$ cat src/rtl/irq_nrm_pkg.sv
package irq_nrm_pkg;

    localparam int EN_BASE  = 'h10;
    localparam int CFG_BASE = 'h110;

    typedef enum logic [2:0] {
        TRIG_LVL_LOW  = 3'b000,
        TRIG_FALL     = 3'b010,
        TRIG_LVL_HIGH = 3'b100,
        TRIG_RISE     = 3'b110,
        TRIG_BOTH     = 3'b111
    } trig_e;

    typedef struct packed {
        logic meta;
        logic cur;
        logic prev;
    } lane_hist_t;

    function automatic logic is_defined(input logic [2:0] code);
        return (code == TRIG_LVL_LOW) || (code == TRIG_FALL) ||
               (code == TRIG_LVL_HIGH) || (code == TRIG_RISE) ||
               (code == TRIG_BOTH);
    endfunction

    function automatic logic lane_next(input logic [2:0] code,
                                       input logic cur, input logic prev);
        logic r;
        case (code)
            TRIG_LVL_LOW:  r = ~cur;
            TRIG_LVL_HIGH: r = cur;
            TRIG_RISE:     r = cur & ~prev;
            TRIG_FALL:     r = ~cur & prev;
            TRIG_BOTH:     r = cur ^ prev;
            default:       r = 1'b0;
        endcase
        return r;
    endfunction

endpackage

$ cat src/rtl/irq_nrm_regfile.sv
module irq_nrm_regfile
    import irq_nrm_pkg::*;
#(
    parameter int NUM_PINS = 168,
    parameter int ADDR_W   = 12
) (
    input  logic                     clk,
    input  logic                     rst,
    input  logic                     bus_en,
    input  logic                     bus_we,
    input  logic [ADDR_W-1:0]        bus_addr,
    input  logic [31:0]              bus_wdata,
    output logic [31:0]              bus_rdata,
    output logic [NUM_PINS-1:0]      en_o,
    output logic [NUM_PINS-1:0][2:0] cfg_o
);
    localparam int EN_WORDS = (NUM_PINS + 31) / 32;

    logic [NUM_PINS-1:0]      en_q;
    logic [NUM_PINS-1:0][2:0] cfg_q;
    logic [EN_WORDS*32-1:0]   en_pad;
    logic [31:0]              rd_n;
    logic [31:0]              rd_q;

    always_ff @(posedge clk) begin
        if (rst) begin
            en_q <= '0;
            for (int p = 0; p < NUM_PINS; p++) cfg_q[p] <= TRIG_LVL_HIGH;
        end else if (bus_en && bus_we) begin
            for (int p = 0; p < NUM_PINS; p++) begin
                if (bus_addr == ADDR_W'(EN_BASE + 4 * (p / 32)))
                    en_q[p] <= bus_wdata[p % 32];
                if (bus_addr == ADDR_W'(CFG_BASE + 4 * p))
                    cfg_q[p] <= bus_wdata[2:0];
            end
        end
    end

    assign en_pad = (EN_WORDS*32)'(en_q);

    always_comb begin
        rd_n = '0;
        for (int w = 0; w < EN_WORDS; w++)
            if (bus_addr == ADDR_W'(EN_BASE + 4 * w)) rd_n = en_pad[w*32 +: 32];
        for (int p = 0; p < NUM_PINS; p++)
            if (bus_addr == ADDR_W'(CFG_BASE + 4 * p)) rd_n = {29'b0, cfg_q[p]};
    end

    always_ff @(posedge clk) begin
        if (rst)                     rd_q <= '0;
        else if (bus_en && !bus_we)  rd_q <= rd_n;
    end

    assign bus_rdata = rd_q;
    assign en_o      = en_q;
    assign cfg_o     = cfg_q;

    // a configuration read never returns bits above the mode field
    p_cfg_upper_zero_r11: assert property (@(posedge clk) disable iff (rst)
        ($past(bus_en && !bus_we) && $past(bus_addr) >= ADDR_W'(CFG_BASE))
        |-> (bus_rdata[31:3] == 29'b0));

endmodule

$ cat src/rtl/irq_nrm_lane.sv
module irq_nrm_lane
    import irq_nrm_pkg::*;
(
    input  logic       clk,
    input  logic       rst,
    input  logic       pin,
    input  logic       en,
    input  logic [2:0] cfg,
    output logic       irq
);
    lane_hist_t h_q;
    logic       irq_q;
    logic [1:0] age_q;

    always_ff @(posedge clk) begin
        if (rst) begin
            h_q   <= '0;
            irq_q <= 1'b0;
            age_q <= '0;
        end else begin
            h_q.meta <= pin;
            h_q.cur  <= h_q.meta;
            h_q.prev <= h_q.cur;
            irq_q    <= en & lane_next(cfg, h_q.cur, h_q.prev);
            if (age_q != 2'd3) age_q <= age_q + 2'd1;
        end
    end

    assign irq = irq_q;

    p_disabled_quiet_r7: assert property (@(posedge clk) disable iff (rst)
        !en |=> !irq);

    p_reserved_silent_r8: assert property (@(posedge clk) disable iff (rst)
        !is_defined(cfg) |=> !irq);

    p_rise_single_r4: assert property (@(posedge clk) disable iff (rst)
        (irq && cfg == TRIG_RISE && $past(cfg) == TRIG_RISE) |=> !irq);

    p_fall_single_r5: assert property (@(posedge clk) disable iff (rst)
        (irq && cfg == TRIG_FALL && $past(cfg) == TRIG_FALL) |=> !irq);

    p_level_high_r2: assert property (@(posedge clk) disable iff (rst)
        (age_q == 2'd3 && $past(en) && $past(cfg) == TRIG_LVL_HIGH &&
         pin == $past(pin) && $past(pin) == $past(pin, 2) &&
         $past(pin, 2) == $past(pin, 3)) |-> (irq == $past(pin, 3)));

    p_level_low_r3: assert property (@(posedge clk) disable iff (rst)
        (age_q == 2'd3 && $past(en) && $past(cfg) == TRIG_LVL_LOW &&
         pin == $past(pin) && $past(pin) == $past(pin, 2) &&
         $past(pin, 2) == $past(pin, 3)) |-> (irq == !$past(pin, 3)));

endmodule

$ cat src/rtl/irq_polarity_bank.sv
module irq_polarity_bank
    import irq_nrm_pkg::*;
#(
    parameter int NUM_PINS = 168,
    parameter int ADDR_W   = 12
) (
    input  logic                clk,
    input  logic                rst,
    input  logic                bus_en,
    input  logic                bus_we,
    input  logic [ADDR_W-1:0]   bus_addr,
    input  logic [31:0]         bus_wdata,
    output logic [31:0]         bus_rdata,
    input  logic [NUM_PINS-1:0] pin_in,
    output logic [NUM_PINS-1:0] irq_out
);
    logic [NUM_PINS-1:0]      en_w;
    logic [NUM_PINS-1:0][2:0] cfg_w;

    irq_nrm_regfile #(.NUM_PINS(NUM_PINS), .ADDR_W(ADDR_W)) u_regs (
        .clk       (clk),
        .rst       (rst),
        .bus_en    (bus_en),
        .bus_we    (bus_we),
        .bus_addr  (bus_addr),
        .bus_wdata (bus_wdata),
        .bus_rdata (bus_rdata),
        .en_o      (en_w),
        .cfg_o     (cfg_w)
    );

    for (genvar g = 0; g < NUM_PINS; g++) begin : g_lane
        irq_nrm_lane u_lane (
            .clk (clk),
            .rst (rst),
            .pin (pin_in[g]),
            .en  (en_w[g]),
            .cfg (cfg_w[g]),
            .irq (irq_out[g])
        );
    end

endmodule

$ cat config.mk
export PLATFORM = sky130hd
export DESIGN_NAME = irq_polarity_bank
export DESIGN_NICKNAME = d
export VERILOG_FILES = /design/src/rtl/irq_nrm_pkg.sv /design/src/rtl/irq_nrm_regfile.sv /design/src/rtl/irq_nrm_lane.sv /design/src/rtl/irq_polarity_bank.sv
export SDC_FILE = /design/constraint.sdc
export NUM_CORES = 2
export LEC_CHECK = 0
export ABC_CLOCK_PERIOD_IN_PS = 5300
export BUFFER_PORTS_ARGS = -buffer_cell sky130_fd_sc_hd__buf_2
export CELL_PAD_IN_SITES_DETAIL_PLACEMENT = 1
export CELL_PAD_IN_SITES_GLOBAL_PLACEMENT = 2
export CORE_UTILIZATION = 41
export DETAILED_ROUTE_END_ITERATION = 12
export PLACE_DENSITY = 0.88
export SYNTH_ARGS = -nofsm -noshare
export SYNTH_HDL_FRONTEND = slang
export SYNTH_HIERARCHICAL = 1
export SYNTH_SLANG_ARGS = --single-unit
export TNS_END_PERCENT = 50
$ cat constraint.sdc
create_clock -name clk -period 5.3 [get_ports clk]
set_input_delay 0.53 -clock clk [delete_from_list [all_inputs] [get_ports clk]]
set_output_delay 0.53 -clock clk [all_outputs]
set_load 0.02 [all_outputs]
==> impl_metrics.ini <==
[timing]
fin_crit_ns = 4.348
tns_ns = 0
setup_viol = 0
report.final.hold_viol_count = 0
worst_pin_slew_ns = 1.243
drv_slew = 0
fmax_mhz = 230.0
rsz0062_at_grt = false
clock_skew_ns = 0.04627
slew_headroom_pct = 17.12
post-route-period-util_pct = 82.04

[power_and_ir_drop]
intPower_mw = 17.45
swShare_pct = 24.26
combPwrFrac_pct = 6.1
vdd_drop_max_v = 0.0003628
switchingPower_mw = 5.589
clock_power_share_pct = 47.9
p_leak_nw = 32.13
p_per_area_nw_per_um2 = 297.9
p_seq_share_pct = 46.0

[critical_path]
crit_start = bus_addr[2]
r2r_slack_ns = 2.07
cp.required_ns = 6.09
critPathLaunchType = input pin
worstPathMaxFanout = 35
cp.arrival_ns = 5.13
r2r-start = u_regs/cfg_o[39]
reg2reg_depth = 7
path_class = in2reg
cp-end-kind = flip-flop
cp-endpoint = u_regs/bus_rdata[2]
reg2reg_to = u_regs/bus_rdata[0]

[floorplanning]
coreArea_um2 = 158200
io_pins = 416
die_h_um = 401.1
fp.dieArea_um2 = 160900
rows = 146
fp.dieW_um = 401.1
initial_core_util_pct = 41.29

[synth]
ys_seq_area_share_pct = 42.18
synth_top_family_by_area = simple AND/OR/NAND/NOR gates
synthAdderAreaFrac_pct = 6.452
synth-seq-cells = 1376
synth_compound_area_share_pct = 16.41
synth-simple-area-share_pct = 22.95
syn_nets = 8106
syn_inst = 7554
synth-main-ff-cell = dfxtp_1
async_flop_share_pct = 0
synth_cell_type_count = 96
yosysWarnings = 6
synth-edff-count = 0
muxShareOfSynthArea_pct = 3.745
avgSynthCellArea_um2 = 8.646
synthesis.area_um2 = 65310
synth_xor_area_share_pct = 2.293

[place]
dp.final_hpwl_um = 240000
io_buffers = 415
place_congestion = 1.033

[global_routing]
grt_first_pass_wirelength_um = 464500
grt_use_total_pct = 39.69
overflow = 0
antenna_found_initial = 44
grt_max_degree = 181
grt_pass1_vias = 64080

[clocking]
htree_levels = 4
holdBufCountCts = 194
cts_buffers = 152
cts_tree = yes
cts.root.buffer_cell = clkbuf_16
cts_setup_buffers = 0
cts_sinks = 1376
clkTransAtPathRegs_ns = 0.07
cts_resized = 0
clkLatencyLatePin_ns = 0.85
cts_buffer_depth = 3

[job]
max-cap-violations = 0

[finish]
final_net_count = 8617
drive_gt1_share_pct = 13.99
utilization_pct = 48.88
fillCellCount = 18280
area_growth_pct = 18.40

[detailed_routing]
num_vias = 63870
drc = 0
wl_met2_um = 146400
routed_wl_um = 330800
routed-wl-met3_um = 27410
first_iter_violations = 6775
wl_per_cell_um = 32.21
highest_layer = met5
viasPerCell = 6.218
drt_pass1_iterations = 9
final_antenna_net_count = 0
m1WireLength_um = 133400

[hold_path]
hp-class = in2reg

[run_status]
status = complete, no violations
stage by stage:
stage	worst slack [ns]	total power [mW]	instances	hold WS (ns)	cell area, um2
after floorplan	2.432	11.44	7554	0.4138	65310
after global placement	0.5991	12.01	9789	0.4163	70220
after detailed placement	0.5431	12.06	9789	0.4236	70220
after CTS	1.401	23.06	10250	0.004085	77290
after global routing	1.121	23.65	10250	0.03766	77290
final	0.9516	23.04	10270	0.05018	77330
cell families after synthesis:
kind of cell / Yosys count
flip-flops: 1376
AND/OR/NAND/NOR: 2858
XOR/XNOR: 171
multiplexers: 241
buffers and inverters: 983
AO/OA/AOI/OAI: 1588
adder cells (fa/ha/maj): 337
layer usage:
layer | global-route usage (%) | up-vias
met4 | 25.84 | 36
met3 | 7.584 | 810
met5 | 0 | -
met2 | 61.93 | 3166
met1 | 50.04 | 32200
li1 | - | 27660
power groups by stage:
stage / Sequential (mW) / Clock [mW] / Combinational, mW
global route: 10.6 / 11.6 / 1.48
CTS: 10.6 / 11.1 / 1.36
floorplan: 10.8 / 0 / 0.652
global placement: 10.8 / 0 / 1.19
finish: 10.6 / 11.0 / 1.40
detailed placement: 10.8 / 0 / 1.23
worst max-delay path, stage by stage:
cell and delay (ns):
buf_4 0.52, nand4bb_2 0.74, nor2_2 0.30, buf_4 0.49, a31oi_1 0.20, nor4_1 0.71, o21ai_0 0.62, a41o_1 0.45
o211ai_1 0.16, a32o_1 0.20
area by class of cell:
cell class	count	area, um2	share of cell area [%]
multi-input cells	5195	34170	44.18
clock inverters	47	665.6	0.8608
flip-flops and latches	1376	27550	35.62
clock buffers	224	4458	5.765
repair buffers	831	5938	7.679
diodes	18	45.04	0.05825
well taps	2072	2592	3.352
inverters	509	1917	2.479
flip-flops by register name (all words and copies together) (netlist names):
| signal | cells |
|---|---|
| u_regs/bus_rdata | 32 |
| u_regs/cfg_o | 504 |
| g_lane.u_lane/h_q | 504 |
| g_lane.u_lane/irq | 168 |
| u_regs/en_o | 168 |
cells in the final DEF, fill, tap and decap left out, types with 28 or more instances in the layout:
cell and n:
a211o_1 29, a21oi_1 577, a222oi_1 41, a22oi_1 64
a31oi_1 32, a32oi_1 41, and4b_2 168, buf_2 410
buf_4 206, clkbuf_1 37, clkbuf_16 155, clkbuf_8 32
dfxtp_1 1376, dlygate4sd3_1 194, ha_1 336, inv_1 505
mux2i_1 223, nand2_1 1049, nand3_1 334, nor2_1 347
nor2b_1 352, nor3_1 234, nor3b_1 171, nor4_1 28
o211ai_1 130, o21ai_0 209, o22ai_1 74, o311a_1 169
xor2_1 170
synth_stat cells (172+ instances only):
| library cell | number | area [um2] |
|---|---|---|
| nand2_1 | 1050 | 3941 |
| a21oi_1 | 577 | 2888 |
| nor3_1 | 240 | 1201 |
| nand3_1 | 334 | 1672 |
| ha_1 | 336 | 4204 |
| nor2b_1 | 352 | 2202 |
| o21ai_0 | 209 | 1046 |
| clkbuf_1 | 325 | 1220 |
| dfxtp_1 | 1376 | 27550 |
| nor2_1 | 370 | 1389 |
| mux2i_1 | 223 | 2232 |
| nor3b_1 | 172 | 1291 |
| inv_1 | 506 | 1899 |
worst min-delay path by stage:
stage | startpoint | to | slack, ns | depth (start not counted)
after floorplan | g_lane[0].u_lane/h_q[2] | g_lane[0].u_lane/h_q[1] | 0.41 | 1
after CTS | bus_wdata[7] | u_regs/en_o[167] | 0.004 | 3
after detailed placement | g_lane[151].u_lane/h_q[2] | g_lane[151].u_lane/h_q[1] | 0.42 | 1
final | bus_wdata[7] | u_regs/en_o[167] | 0.05 | 3
after global routing | bus_wdata[7] | u_regs/en_o[167] | 0.04 | 3
after global placement | g_lane[9].u_lane/h_q[2] | g_lane[9].u_lane/h_q[1] | 0.42 | 1
Note: power is estimated with default switching activity, not from simulation.
